## src/rtl/hts_pkg.sv

```systemverilog
package hts_pkg;
  typedef enum logic [1:0] {
    ST_STOP    = 2'b00,
    ST_READY   = 2'b01,
    ST_RUN     = 2'b10,
    ST_PREEMPT = 2'b11
  } task_st_t;

  typedef enum logic [2:0] {
    SW_IDLE,
    SW_PREEMPT,
    SW_SAVE,
    SW_RESTORE,
    SW_CONFIG,
    SW_RESET,
    SW_LAUNCH
  } sw_state_t;
endpackage

```

## src/rtl/hts_status_table.sv

```systemverilog
module hts_status_table
  import hts_pkg::*;
#(
  parameter int NUM_TASKS = 8,
  parameter int IDX_W     = $clog2(NUM_TASKS + 1)
) (
  input  logic                 clk,
  input  logic                 rst_n,
  input  logic                 set_ready_i,
  input  logic [IDX_W-1:0]     set_id_i,
  input  logic                 wr_en_i,
  input  logic [IDX_W-1:0]     wr_id_i,
  input  task_st_t             wr_val_i,
  output task_st_t [NUM_TASKS-1:0] stat_o
);
  task_st_t [NUM_TASKS-1:0] tbl_q, tbl_d;
  logic [NUM_TASKS-1:0] run_vec;

  always_comb begin
    tbl_d = tbl_q;
    for (int i = 0; i < NUM_TASKS; i++) begin
      if (set_ready_i && set_id_i == IDX_W'(i) && tbl_q[i] == ST_STOP)
        tbl_d[i] = ST_READY;
      if (wr_en_i && wr_id_i == IDX_W'(i))
        tbl_d[i] = wr_val_i;
    end
  end

  always_ff @(posedge clk or negedge rst_n) begin
    if (!rst_n) begin
      for (int i = 0; i < NUM_TASKS; i++) tbl_q[i] <= ST_STOP;
    end else begin
      tbl_q <= tbl_d;
    end
  end

  generate
    for (genvar g = 0; g < NUM_TASKS; g++) begin : g_run
      assign run_vec[g] = (tbl_q[g] == ST_RUN);
    end
  endgenerate

  assign stat_o = tbl_q;

  assert_single_running_R9: assert property (@(posedge clk) disable iff (!rst_n)
    $countones(run_vec) <= 1)
    else $error("more than one task marked running");
endmodule

```

## src/rtl/hts_select.sv

```systemverilog
module hts_select
  import hts_pkg::*;
#(
  parameter int NUM_TASKS = 8,
  parameter int IDX_W     = $clog2(NUM_TASKS + 1)
) (
  input  task_st_t [NUM_TASKS-1:0] stat_i,
  output logic [IDX_W-1:0]         run_idx_o,
  output logic [IDX_W-1:0]         cand_o
);
  localparam logic [IDX_W-1:0] SENT = IDX_W'(NUM_TASKS);

  always_comb begin
    run_idx_o = SENT;
    for (int i = 0; i < NUM_TASKS; i++)
      if (stat_i[i] == ST_RUN) run_idx_o = IDX_W'(i);
    cand_o = SENT;
    for (int i = NUM_TASKS - 1; i >= 0; i--)
      if (IDX_W'(i) < run_idx_o &&
          (stat_i[i] == ST_READY || stat_i[i] == ST_PREEMPT))
        cand_o = IDX_W'(i);
  end
endmodule

```

## src/rtl/hts_switch_fsm.sv

```systemverilog
module hts_switch_fsm
  import hts_pkg::*;
#(
  parameter int NUM_TASKS = 8,
  parameter int IDX_W     = $clog2(NUM_TASKS + 1)
) (
  input  logic                     clk,
  input  logic                     rst_n,
  input  logic                     go_i,
  input  logic                     task_done_i,
  input  logic                     task_stopped_i,
  input  logic                     save_ack_i,
  input  logic                     restore_ack_i,
  input  logic                     cfg_done_i,
  input  task_st_t [NUM_TASKS-1:0] stat_i,
  input  logic [IDX_W-1:0]         run_idx_i,
  input  logic [IDX_W-1:0]         cand_i,
  output logic                     wr_en_o,
  output logic [IDX_W-1:0]         wr_id_o,
  output task_st_t                 wr_val_o,
  output logic                     preempt_o,
  output logic                     save_req_o,
  output logic                     restore_req_o,
  output logic                     cfg_req_o,
  output logic                     task_rst_o,
  output logic                     task_start_o,
  output logic [IDX_W-1:0]         active_id_o,
  output logic [IDX_W-1:0]         choice_o,
  output logic                     busy_o
);
  localparam logic [IDX_W-1:0] SENT = IDX_W'(NUM_TASKS);

  sw_state_t st_q, st_d;
  logic [IDX_W-1:0] new_q, new_d, old_q, old_d;
  logic cand_pre, new_pre;

  always_comb begin
    cand_pre = 1'b0;
    new_pre  = 1'b0;
    for (int i = 0; i < NUM_TASKS; i++) begin
      if (cand_i == IDX_W'(i) && stat_i[i] == ST_PREEMPT) cand_pre = 1'b1;
      if (new_q  == IDX_W'(i) && stat_i[i] == ST_PREEMPT) new_pre  = 1'b1;
    end
  end

  always_comb begin
    st_d     = st_q;
    new_d    = new_q;
    old_d    = old_q;
    wr_en_o  = 1'b0;
    wr_id_o  = old_q;
    wr_val_o = ST_STOP;
    unique case (st_q)
      SW_IDLE: begin
        if (task_done_i && run_idx_i != SENT) begin
          wr_en_o  = 1'b1;
          wr_id_o  = run_idx_i;
          wr_val_o = ST_STOP;
        end
        if (go_i) begin
          new_d = cand_i;
          old_d = run_idx_i;
          if (cand_i != SENT) begin
            if (run_idx_i == SENT || task_done_i)
              st_d = cand_pre ? SW_RESTORE : SW_CONFIG;
            else
              st_d = SW_PREEMPT;
          end
        end
      end
      SW_PREEMPT: if (task_stopped_i) st_d = SW_SAVE;
      SW_SAVE: if (save_ack_i) begin
        wr_en_o  = 1'b1;
        wr_id_o  = old_q;
        wr_val_o = ST_PREEMPT;
        st_d     = new_pre ? SW_RESTORE : SW_CONFIG;
      end
      SW_RESTORE: if (restore_ack_i) begin
        wr_en_o  = 1'b1;
        wr_id_o  = new_q;
        wr_val_o = ST_RUN;
        st_d     = SW_IDLE;
      end
      SW_CONFIG: if (cfg_done_i) st_d = SW_RESET;
      SW_RESET:  st_d = SW_LAUNCH;
      SW_LAUNCH: begin
        wr_en_o  = 1'b1;
        wr_id_o  = new_q;
        wr_val_o = ST_RUN;
        st_d     = SW_IDLE;
      end
      default: st_d = SW_IDLE;
    endcase
  end

  always_ff @(posedge clk or negedge rst_n) begin
    if (!rst_n) begin
      st_q  <= SW_IDLE;
      new_q <= SENT;
      old_q <= SENT;
    end else begin
      st_q  <= st_d;
      new_q <= new_d;
      old_q <= old_d;
    end
  end

  assign preempt_o     = (st_q == SW_PREEMPT);
  assign save_req_o    = (st_q == SW_SAVE);
  assign restore_req_o = (st_q == SW_RESTORE);
  assign cfg_req_o     = (st_q == SW_CONFIG);
  assign task_rst_o    = (st_q == SW_RESET);
  assign task_start_o  = (st_q == SW_LAUNCH);
  assign busy_o        = (st_q != SW_IDLE);
  assign choice_o      = new_q;
  assign active_id_o   = (st_q == SW_PREEMPT || st_q == SW_SAVE) ? old_q : new_q;

  assert_no_switch_R3: assert property (@(posedge clk) disable iff (!rst_n)
    (go_i && !busy_o && cand_i == SENT) |=> (!busy_o && choice_o == SENT))
    else $error("switch started without a candidate");
  assert_save_hold_R4: assert property (@(posedge clk) disable iff (!rst_n)
    (save_req_o && !save_ack_i) |=> save_req_o)
    else $error("save request dropped before ack");
  assert_preempt_hold_R4: assert property (@(posedge clk) disable iff (!rst_n)
    (preempt_o && !task_stopped_i) |=> preempt_o)
    else $error("preempt dropped before task stopped");
  assert_restore_end_R6: assert property (@(posedge clk) disable iff (!rst_n)
    (restore_req_o && restore_ack_i) |=> (!busy_o && stat_i[new_q] == ST_RUN))
    else $error("restored task not running");
  assert_cfg_hold_R7: assert property (@(posedge clk) disable iff (!rst_n)
    (cfg_req_o && !cfg_done_i) |=> cfg_req_o)
    else $error("config request dropped before done");
  assert_rst_then_start_R7: assert property (@(posedge clk) disable iff (!rst_n)
    task_rst_o |=> (task_start_o && !task_rst_o))
    else $error("start did not follow reset");
  assert_handshake_onehot_R8: assert property (@(posedge clk) disable iff (!rst_n)
    $onehot0({preempt_o, save_req_o, restore_req_o, cfg_req_o, task_rst_o, task_start_o}))
    else $error("several handshake outputs at once");
endmodule

```

## src/rtl/hw_task_switch.sv

```systemverilog
module hw_task_switch
  import hts_pkg::*;
#(
  parameter int NUM_TASKS = 8,
  parameter int IDX_W     = $clog2(NUM_TASKS + 1)
) (
  input  logic             clk,
  input  logic             rst_n,
  input  logic             set_ready_i,
  input  logic [IDX_W-1:0] set_id_i,
  input  logic             go_i,
  input  logic             task_done_i,
  input  logic             task_stopped_i,
  input  logic             save_ack_i,
  input  logic             restore_ack_i,
  input  logic             cfg_done_i,
  input  logic [IDX_W-1:0] stat_sel_i,
  output logic             preempt_o,
  output logic             save_req_o,
  output logic             restore_req_o,
  output logic             cfg_req_o,
  output logic             task_rst_o,
  output logic             task_start_o,
  output logic [IDX_W-1:0] active_id_o,
  output logic [IDX_W-1:0] choice_o,
  output logic             busy_o,
  output logic [1:0]       stat_o
);
  task_st_t [NUM_TASKS-1:0] stat;
  logic [IDX_W-1:0] run_idx, cand, wr_id;
  logic wr_en;
  task_st_t wr_val;

  hts_status_table #(.NUM_TASKS(NUM_TASKS), .IDX_W(IDX_W)) u_table (
    .clk(clk), .rst_n(rst_n),
    .set_ready_i(set_ready_i), .set_id_i(set_id_i),
    .wr_en_i(wr_en), .wr_id_i(wr_id), .wr_val_i(wr_val),
    .stat_o(stat)
  );

  hts_select #(.NUM_TASKS(NUM_TASKS), .IDX_W(IDX_W)) u_select (
    .stat_i(stat), .run_idx_o(run_idx), .cand_o(cand)
  );

  hts_switch_fsm #(.NUM_TASKS(NUM_TASKS), .IDX_W(IDX_W)) u_fsm (
    .clk(clk), .rst_n(rst_n), .go_i(go_i),
    .task_done_i(task_done_i), .task_stopped_i(task_stopped_i),
    .save_ack_i(save_ack_i), .restore_ack_i(restore_ack_i), .cfg_done_i(cfg_done_i),
    .stat_i(stat), .run_idx_i(run_idx), .cand_i(cand),
    .wr_en_o(wr_en), .wr_id_o(wr_id), .wr_val_o(wr_val),
    .preempt_o(preempt_o), .save_req_o(save_req_o), .restore_req_o(restore_req_o),
    .cfg_req_o(cfg_req_o), .task_rst_o(task_rst_o), .task_start_o(task_start_o),
    .active_id_o(active_id_o), .choice_o(choice_o), .busy_o(busy_o)
  );

  always_comb begin
    stat_o = 2'b00;
    for (int i = 0; i < NUM_TASKS; i++)
      if (stat_sel_i == IDX_W'(i)) stat_o = stat[i];
  end
endmodule

```

## config.mk

```make
export PLATFORM = sky130hd
export DESIGN_NAME = hw_task_switch
export DESIGN_NICKNAME = d
export VERILOG_FILES = /design/src/rtl/hts_pkg.sv /design/src/rtl/hts_status_table.sv /design/src/rtl/hts_select.sv /design/src/rtl/hts_switch_fsm.sv /design/src/rtl/hw_task_switch.sv
export SDC_FILE = /design/constraint.sdc
export NUM_CORES = 1
export LEC_CHECK = 0
export ABC_CLOCK_PERIOD_IN_PS = 3000
export BUFFER_PORTS_ARGS = -buffer_cell sky130_fd_sc_hd__buf_2
export CAP_MARGIN = 25
export CELL_PAD_IN_SITES_DETAIL_PLACEMENT = 0
export CELL_PAD_IN_SITES_GLOBAL_PLACEMENT = 1
export CORE_AREA = 3 3 77 79
export DETAILED_ROUTE_END_ITERATION = 10
export DIE_AREA = 0 0 80 82
export PLACE_DENSITY = 0.8
export REMOVE_ABC_BUFFERS = 1
export SLEW_MARGIN = 10
export SYNTH_ARGS = -nofsm -noshare
export SYNTH_HDL_FRONTEND = slang
export SYNTH_SLANG_ARGS = --single-unit
```

## constraint.sdc

```tcl
create_clock -name clk -period 3 [get_ports clk]
set_input_delay 0.45 -clock clk [delete_from_list [all_inputs] [get_ports clk]]
set_output_delay 0.45 -clock clk [all_outputs]
set_load 0.01 [all_outputs]
```

==> results of run 1 <==
## power by group
part	switching, W	total, W	leakage, nW	internal (W)
Sequential	0.000181	0.000666	0.335	0.000486
Combinational	0.000744	0.00133	0.818	0.000589
Clock	0.000131	0.000229	0.0261	0.0000977
Total	0.00106	0.00223	1.18	0.00117
## state kept, by name, summed over array words and instances (netlist names)
signal	cells
u_table.stat_o	16
u_fsm.st_q	3
u_fsm.choice_o	4
u_fsm.old_q	4
## stage by stage
step                hold WS [ns]  utilization  cells  power, W
floorplan                  0.154            -    266   0.00154
CTS                        0.194        0.487    386   0.00222
global placement           0.501        0.477    382   0.00200
global route               0.214        0.487    386   0.00241
detailed placement         0.503        0.477    382   0.00199
finish                     0.181        0.487    386   0.00223
## worst max-delay path: stages (launching register included)
cell and delay [ns]:
dfrtp_1 0.46, nor2b_2 0.22, or4_4 0.59, o211ai_1 0.22
mux2i_1 0.24, nand2_1 0.09, or2_2 0.32, nor2_1 0.19
mux2_2 0.35
## layer usage
metal / track usage / vias to the layer above / part of all wire
li1: - / 1076 / -
met1: 0.261 / 1046 / 0.44
met2: 0.357 / 58 / 0.49
met3: 0.0285 / 8 / 0.051
met5: 0 / - / 0
met4: 0.0473 / 0 / 0.015
## worst min-delay path by stage
stage / startpoint / cells after the start / endpoint
after floorplan: rst_n / 0 / u_fsm.choice_o[0]
final: rst_n / 1 / u_fsm.choice_o[2]
after CTS: rst_n / 1 / u_table.stat_o[11]
after global routing: rst_n / 1 / u_fsm.choice_o[2]
after global placement: rst_n / 1 / u_fsm.choice_o[2]
after detailed placement: rst_n / 1 / u_fsm.choice_o[2]
## layout by cell type (no fill, tap or decap), drive strengths merged, types with 2 or more instances in the layout
cell type / n
nand2: 36
mux4: 2
mux2: 15
mux2i: 13
dfrtp: 25
nand3: 5
and3: 3
or4: 2
o22ai: 2
or2: 3
and3b: 2
a21oi: 20
and2: 4
o211a: 2
o221ai: 2
nor3: 7
a21boi: 3
o21ai: 22
nand2b: 8
o211ai: 6
buf: 44
inv: 9
or2b: 3
or3: 2
a221oi: 4
and2b: 2
nor2b: 8
dfstp: 2
nor2: 33
a22oi: 2
clkbuf: 3
a31oi: 2
## layout make-up
| cell class | instances | area share |
|---|---|---|
| Tap cell | 72 | 0.0343 |
| Timing Repair Buffer | 44 | 0.0942 |
| Clock inverter | 1 | 0.00333 |
| Sequential cell | 27 | 0.258 |
| Clock buffer | 3 | 0.0157 |
| Multi-Input combinational cell | 231 | 0.583 |
| Inverter | 8 | 0.0114 |
## logic make-up after synthesis
group,Yosys count,synth area share
flops,27,0.298
buf+inv,16,0.0264
compound gates,77,0.234
mux,30,0.151
simple gates,124,0.290
==> metrics.md, run 1 <==
| Metric | Value |
|---|---|
| Root buf cell | clkbuf_8 |
| RSZ-0062 raised after global routing | false |
| Total gr overflow | 0 |
| Worst Setup SP | u_table.stat_o[9] |
| Fin area | 0.00263 mm2 |
| Layout fillers | 556 |
| Clk_lat worst skew | between 0.2 and 0.3 ns |
| Total of max-cap violations | 0 |
| Min Tclk post-route | 2.78 ns |
| Synth top area cells | dfrtp_1 28%, mux2_2 6.9%, nand2_1 5.9% |
| R2R Setup Slk | around 0.22 ns |
| Yosys warning count | 0 |
| Critical path startpoint category | register |
| Register area share after synthesis | 0.298 |
| FF-to-FF End | u_table.stat_o[5] |
| Num ports | 34 |
| Yosys top cell area share | 0.275 |
| Wirelength per Cell | 17.0 um |
| Resize count post-CTS | 0 |
| Antenna Nets Post-Route | 0 |
| EDFF count, synth | 0 |
| Synth Instances | 274 |
| Number of global-route vias before repair | 2073 |
| Core Region | 0.00541 mm2 |
| # diodes | 0 |
| Crit path max fanout | 6 |
| RD Place Congestion | 0.956 |
| Vias per Instance | ~5.7 |
| HPWL after DPL | 5110 um |
| # DRC | 0 |
| Share of cells above drive strength 1 | 0.277 |
| Setup ws final | 0.224 ns |
| Pwr dens | 847 mW/mm2 |
| GR Util All Layers | 0.202 |
| Die ar. | 0.00656 mm2 |
| Worst Hold Class | primary input to async pin |
| Slew margin rel. | 0.565 |
| Avg Cell Area, Syn | 8.29 um2 |
| DR pass1 iterations | 4 |
| First-pass GRT wire length | 10200 um |
| Postcts setup bufs | 0 |
| Reg clk slew, reported paths | 0.11 ns |
| FF-to-FF path depth | 8 |
| Top_reg_cell synth | dfrtp_1 |
| Rows | 27 |
| Maximum number of pins on one net before global-route repair | 28 |
| Mapped Area | 0.00227 mm2 |
| Placed inst area | 0.00258 mm2 |
| H-tree Lvls | 1 |
| Leading cell type by number of instances after synthesis | nand2_1 |
| CTS buffer count | 3 |
| Cell taking the most area after synthesis | dfrtp_1 |
| Max-slew violation count | 0 |
| Starting Density | 0.420 |
| Worst EP required | 3.17 ns |
| CTS tree | built |
| Die width | roughly 80 um |
| Final setup fails | 0 |
| Vias | 2188 |
| Distinct cells, synth | slightly below 60 |
| Critical Path Sink | u_table.stat_o[5] |
| Status | finished clean |
| Fin crit share | 0.925 |
| Leakage Power | 1.18 nW |
| Setup TNS | 0 ns |
| Worst path arrival time | just under 3 ns |
| Seq cells post-synth | 27 |
| Fin Clk Skew | roughly 0.0055 ns |
| Initial drt markers | about 140 |
| RR Startpoint | u_table.stat_o[9] |
| Antenna violations before repair | 0 |
| Dpl ws | 0.281 ns |
| FF/Latch Area | 678 um2 |
| Final hold vios | 0 |
| CTS sink cnt | 27 |
| Layout area overhead | 15.7% |
| FMAX | 360 MHz |
| # hold bufs at CTS | 0 |
| Asr flop ratio synth | 1.00 |
| Port Buffers | 33 |
| Area of the multi-input gates | around 0.0015 mm2 |
| Die H | 82 um |
| Synth top cells by count | 36 x nand2_1, 33 x nor2_1, 25 x dfrtp_1 |
| Layout Nets | 332 |
| CTS Buffer Depth | 2 |
| Overall routed net length | about 6600 um |
| Peak supply drop | roughly 0.38 mV |
| Crit path capture type | register |
| Worst-Margin Slew | 0.653 ns |
| Crit path kind | register to register |
(Power assumes the default switching activity.)
==> run 2, diff against run 1 <==
Settings changed: ABC_AREA set to 1, CORE_AREA 3 3 77 79 to 3 3 83 85, DIE_AREA 0 0 80 82 to 0 0 86 88, HOLD_SLACK_MARGIN set to 0.02, PLACE_DENSITY 0.8 to 0.79, SYNTH_HIERARCHICAL set to 1.
==> metrics.md, run 2 <==
| Metric | Value |
|---|---|
| Antenna violations before repair | 0 (unchanged) |
| Mapped Area | 0.00239 mm2 (+5.4%) |
| Final hold vios | 0 (unchanged) |
| Vias per Instance | 4.91 (-13%) |
| Top_reg_cell synth | dfrtp_1 |
| Leading cell type by number of instances after synthesis | nand2_1 |
| DR pass1 iterations | 5 (+1) |
| Peak supply drop | 0.347 mV (-9.5%) |
| DP Cell Count | 524 (+37%) |
| Layout fillers | 705 (+27%) |
| Register area share after synthesis | 0.283 (-0.0153) |
| Antenna Nets Post-Route | 0 (unchanged) |
| Asr flop ratio synth | 1.00 (unchanged) |
| Synth top cells by count | 129 x nand2_1, 67 x inv_1, 55 x nor2_1 |
| Area of the multi-input gates | 0.00142 mm2 (-7.7%) |
| Total of max-cap violations | 0 (unchanged) |
| Setup TNS | 0 ns (unchanged) |
| Crit path kind | register to register |
| H-tree Lvls | 1 (unchanged) |
| CTS tree | built |
| CTS Buffer Depth | 2 (unchanged) |
| HPWL after DPL | 5630 um (+10%) |
| Status | finished clean |
| WL met2 | 2890 um (-9.8%) |
| Crit path max fanout | 6 (unchanged) |
| CTS buffer count | 3 (unchanged) |
| Die H | 88 um (+7.3%) |
| Layout Cells excl Fill | 528 (+37%) |
| Root buf cell | clkbuf_8 |
| Initial drt markers | 169 (+18%) |
| Core Region | 0.00628 mm2 (+16%) |
| Vias | 2592 (+18%) |
| CTS sink cnt | 27 (unchanged) |
| Total gr overflow | 0 (unchanged) |
| Number of global-route vias before repair | 2451 (+18%) |
| # DRC | 0 (unchanged) |
| Layout area overhead | 14.9% |
| Die ar. | 0.00757 mm2 (+15%) |
| Distinct cells, synth | 25 (-57%) |
| Die width | 86 um (+7.5%) |
| Worst path arrival time | 2.75 ns (-0.20 ns) |
| Wl on met1 | 3500 um (+20%) |
| Max-slew violation count | 0 (unchanged) |
| Min Tclk post-route | 2.60 ns (-0.180 ns) |
| Fin crit share | 0.865 (-0.0599) |
| Fin Clk Skew | 0.00374 ns (-0.00174 ns) |
| Leakage Power | 1.56 nW (+32%) |
| # diodes | 0 (unchanged) |
| RSZ-0062 raised after global routing | false |
| Worst-Margin Slew | 0.627 ns (-0.0256 ns) |
| Overall routed net length | 6890 um (+5.1%) |
| Seq cells post-synth | 27 (unchanged) |
| Layout Nets | 469 (+41%) |
| Max FFs per register | 16 (unchanged) |
| Wirelength per Cell | 13.0 um (-23%) |
| Worst Hold Class | primary input to async pin |
| Slew margin rel. | 0.582 (+0.0171) |
| Commonest non-fill, non-tap cells in the layout | 129 x nand2_1, 67 x inv_1, 55 x nor2_1 |
| Starting Density | 0.382 (-0.0389) |
| Port Buffers | 33 (unchanged) |
| Num ports | 34 (unchanged) |
| Share of cells above drive strength 1 | 0.202 (-0.0753) |
| Worst EP required | 3.15 ns (-0.02 ns) |
| RD Place Congestion | 0.880 (-7.9%) |
| Pwr dens | 497 mW/mm2 (-41%) |
| Top Metal Used | met4 |
| EDFF count, synth | 0 (unchanged) |
| GR Util All Layers | 0.197 (-0.00522) |
| Maximum number of pins on one net before global-route repair | 28 (unchanged) |
| FMAX | 385 MHz (+6.9%) |
| Synth top area cells | dfrtp_1 26%, nand2_1 20%, inv_1 11% |
| Met3 WL | 349 um (+4.2%) |
| Synth Instances | 409 (+49%) |
| Yosys top cell area share | 0.261 (-0.0141) |
| Final setup fails | 0 (unchanged) |
| Most common cell after layout, fill and taps aside | nand2_1 |
| Critical path startpoint category | register |
| Avg Cell Area, Syn | 5.86 um2 (-29%) |
| Reg clk slew, reported paths | 0.10 ns (about the same) |
| Yosys warning count | 6 (+6) |
| FF/Latch Area | 679 um2 (+0.18%) |
| Clk_lat worst skew | 0.27 ns (about the same) |
| Crit path capture type | register |
| Cell taking the most area after synthesis | dfrtp_1 |
| Rows | 29 (+7.4%) |
| First-pass GRT wire length | 12000 um (+18%) |
==> run 2: layout make-up <==
cell class / instances / share of cell area
sequential: 27 / 0.247
multi-input combinational: 302 / 0.515
clock buffer: 3 / 0.0150
inverter: 78 / 0.106
tap: 77 / 0.0350
timing repair buffer: 40 / 0.0791
clock inverter: 1 / 0.00273
==> run 2: power breakdown <==
part           internal, W  total [W]  switching [W]
registers         0.000417   0.000475      0.0000584
logic             0.000216   0.000680       0.000464
clock network    0.0000942   0.000214       0.000120
total             0.000726    0.00137       0.000642
==> run 2: logic make-up after synthesis <==
group | share of synthesized area
buffers and inverters | 0.129
DFF | 0.283
and+or+nand+nor | 0.498
AOI/OAI and AO/OA | 0.0899
==> run 2: per-layer routing <==
layer  track usage  up-vias
li1              -     1364
met4        0.0460        0
met2         0.310       61
met5             0        -
met1         0.290     1155
met3        0.0179       12
==> run 2: what timing repair did <==
| action | CTS | global route |
|---|---|---|
| hold buffers | 0 | 0 |
| resized for setup | 0 | 3 |
| setup buffers | 0 | 0 |
| endpoints found under the setup margin | 0 | 3 |
==> run 2: worst max-delay path, stage by stage, from the launching register on <==
cell	delay [ns]
dfrtp_1	0.50
nand2_2	0.13
nand2_2	0.09
nor2_4	0.15
inv_2	0.05
nor2_1	0.29
nand4_1	0.19
nand2_1	0.09
nand2_1	0.05
nand3_1	0.13
nand2_1	0.07
o221ai_1	0.11
inv_1	0.12
nor2_4	0.15
nand4_1	0.15
nand2_1	0.09
o21ai_0	0.09
==> run 2: worst paths after layout <==
| path | slack [ns] | endpoint | from | cells past startpoint |
|---|---|---|---|---|
| worst min register to register | 0.51 | u_fsm/choice_o[3] | u_fsm/choice_o[3] | 2 |
| worst min-delay path | 0.18 | u_fsm/choice_o[0] | rst_n | 1 |
| max in group asynchronous | 2.37 | u_table/stat_o[8] | rst_n | 1 |
| worst max-delay path | 0.40 | u_table/stat_o[13] | u_table/stat_o[9] | 16 |
| worst max register to register | 0.40 | u_table/stat_o[13] | u_table/stat_o[9] | 16 |
| min in group clk | 0.44 | u_fsm/st_q[2] | cfg_done_i | 3 |
==> run 2: stage by stage <==
step	worst slack [ns]	total power (W)	cell area (um2)	utilization	hold slack, ns
after detailed placement	0.302	0.00115	2690	0.429	0.495
final	0.404	0.00137	2750	0.438	0.183
after floorplan	0.897	0.000928	2380	-	0.154
after global routing	0.0409	0.00151	2750	0.438	0.230
after global placement	0.356	0.00115	2690	0.429	0.490
after CTS	0.281	0.00137	2740	0.437	0.207
==> run 3, diff against run 2 <==
Settings changed: GPL_TIMING_DRIVEN set to 0, PLACE_DENSITY 0.79 to unset, PLACE_DENSITY_LB_ADDON set to 0.05.
==> metrics.md, run 3 (synthesized netlist as in run 2, its figures left out) <==
| Metric | Value |
|---|---|
| Status | finished clean |
| Die width | 86 um (unchanged) |
| Root buf cell | clkbuf_8 |
| GR Util All Layers | 0.197 (+0.000510) |
| Postcts setup bufs | 0 (unchanged) |
| Core Region | 0.00628 mm2 (unchanged) |
| DR pass1 iterations | 4 (-1) |
| Antenna violations before repair | 0 (unchanged) |
| Worst Setup SP | u_table/stat_o[8] |
| Max-slew violation count | 0 (unchanged) |
| Commonest non-fill, non-tap cells in the layout | 129 x nand2_1, 67 x inv_1, 55 x nor2_1 |
| RSZ-0062 raised after global routing | false |
| Share of cells above drive strength 1 | 0.185 (-0.0171) |
| Final hold vios | 0 (unchanged) |
| Worst path arrival time | 2.83 ns (+0.08 ns) |
| Die ar. | 0.00757 mm2 (unchanged) |
| H-tree Lvls | 1 (unchanged) |
| Layout Nets | 462 (-1.5%) |
| CTS Buffer Depth | 2 (unchanged) |
| Combinational power share | 0.478 (-0.018) |
| Total gr overflow | 0 (unchanged) |
| First-pass GRT wire length | 11700 um (-2.4%) |
| Reg clk slew, reported paths | 0.10 ns (about the same) |
| Peak supply drop | 0.331 mV (-4.6%) |
| Wirelength per Cell | 13.3 um (+2.0%) |
| Resize count post-CTS | 0 (unchanged) |
| Port Buffers | 33 (unchanged) |
| Pwr dens | 505 mW/mm2 (+1.6%) |
| Total of max-cap violations | 0 (unchanged) |
| Die H | 88 um (unchanged) |
| Crit path kind | register to register |
| Setup ws final | 0.354 ns (-0.0500 ns) |
| Final setup fails | 0 (unchanged) |
| Sw Share | 0.478 (+0.00921) |
| # hold bufs at CTS | 0 (unchanged) |
| Fin crit share | 0.882 (+0.0167) |
| Maximum number of pins on one net before global-route repair | 28 (unchanged) |
| RD Place Congestion | 0.812 (-7.7%) |
| Setup TNS | 0 ns (unchanged) |
| Antenna Nets Post-Route | 0 (unchanged) |
| Dpl ws | 0.292 ns (-0.00998 ns) |
| # diodes | 0 (unchanged) |
| RR Startpoint | u_table/stat_o[8] |
| Vias | 2561 (-1.2%) |
| Crit path capture type | register |
| Initial drt markers | 131 (-22%) |
| Clk network pwr share | 0.164 (+0.008) |
| Clk_lat worst skew | 0.28 ns (about the same) |
| Leakage Power | 1.53 nW (-2.0%) |
| Starting Density | 0.382 (unchanged) |
| Min Tclk post-route | 2.65 ns (+0.0500 ns) |
| Crit path max fanout | 6 (unchanged) |
| Worst Hold Class | primary input to async pin |
| Worst-Margin Slew | 0.702 ns (+0.0750 ns) |
| Net Switching | 0.000651 W (+1.3%) |
| Tot Pwr | 0.00136 W (-0.61%) |
| R2R Setup Slk | 0.35 ns (-0.05 ns) |
| Hold WS | 0.176 ns (-0.00702 ns) |
| FF-to-FF End | u_table/stat_o[0] |
| Layout area overhead | 12.4% |
| Share of power burned in registers | 0.358 (+0.011) |
| Num ports | 34 (unchanged) |
| Layout fillers | 712 (+0.99%) |
| Worst EP required | 3.19 ns (+0.04 ns) |
| Number of global-route vias before repair | 2389 (-2.5%) |
| Most common cell after layout, fill and taps aside | nand2_1 |
| HPWL after DPL | 5530 um (-1.9%) |
| Vias per Instance | 4.92 (+0.13%) |
| FMAX | 378 MHz (-1.9%) |
| Rows | 29 (unchanged) |
| CTS buffer count | 3 (unchanged) |
| Slew margin rel. | 0.530 (-0.0517) |
| Pint | 0.000710 W (-2.3%) |
| Critical Path Sink | u_table/stat_o[0] |
| Overall routed net length | 6940 um (+0.67%) |
| CTS tree | built |
| FF-to-FF path depth | 17 (+1) |
| Critical path startpoint category | register |
| CTS sink cnt | 27 (unchanged) |
| Fin Clk Skew | 0.00388 ns (+0.000137 ns) |
| # DRC | 0 (unchanged) |
| Max FFs per register | 16 (unchanged) |
## run 3: cell count changes in the layout (fill, tap and decap cells not counted), sizes merged
cell	delta
buf	-7
clkinv	+1
clkinvlp	-1
## run 3: through the flow
stage,cell area [um2],util,instances
detailed placement,2640,0.421,517
CTS,2690,0.428,521
finish,2690,0.429,521
global route,2690,0.429,521
floorplan,2380,-,407
global placement,2640,0.421,517
## run 3: power by group through the flow
stage / logic [W] / clock network, W / registers, W
after floorplan: 0.000455 / 0 / 0.000473
after global placement: 0.000645 / 0 / 0.000497
after detailed placement: 0.000648 / 0 / 0.000496
after CTS: 0.000652 / 0.000228 / 0.000489
after global routing: 0.000744 / 0.000243 / 0.000498
final: 0.000650 / 0.000223 / 0.000488
## run 3: worst min path at each step
stage / start / endpoint / slack (ns) / depth (start not counted)
2_1_floorplan: rst_n / u_fsm/choice_o[0] / 0.15 / 0
3_3_place_gp: u_fsm/choice_o[3] / u_fsm/choice_o[3] / 0.50 / 2
3_5_place_dp: rst_n / u_fsm/choice_o[1] / 0.51 / 1
4_1_cts: rst_n / u_table/stat_o[13] / 0.20 / 1
5_1_grt: rst_n / u_fsm/choice_o[1] / 0.23 / 1
6_report: rst_n / u_fsm/choice_o[2] / 0.18 / 1
## run 3: area by class of cell
type	count	area (um2)	area share
multi-input combinational	302	1410	0.525
sequential	27	678	0.252
inverter	78	293	0.109
timing repair buffer	33	165	0.0614
tap	77	96.3	0.0358
clock buffer	3	41.3	0.0153
clock inverter	1	5.00	0.00186
## run 3: critical path, stage by stage (launching register included)
cell and delay, ns:
dfrtp_1 0.52, inv_1 0.09, nand2_2 0.08, nand2_2 0.09, nor2_4 0.14, inv_2 0.06, nor2_1 0.24, nand4_1 0.19
nand2_1 0.10, nand2_1 0.05, nand3_1 0.15, nand2_1 0.07, o221ai_1 0.21, nor2_1 0.16, nand3_1 0.20, nand2_1 0.08
nor2_1 0.09, nor2_1 0.04
## run 3: per-layer routing
layer  vias up  part of all wire  track usage
li1       1341                 -            -
met1      1151              0.50        0.280
met2        58              0.44        0.316
met3        11             0.037       0.0207
met4         0             0.017       0.0604
met5         -                 0            0
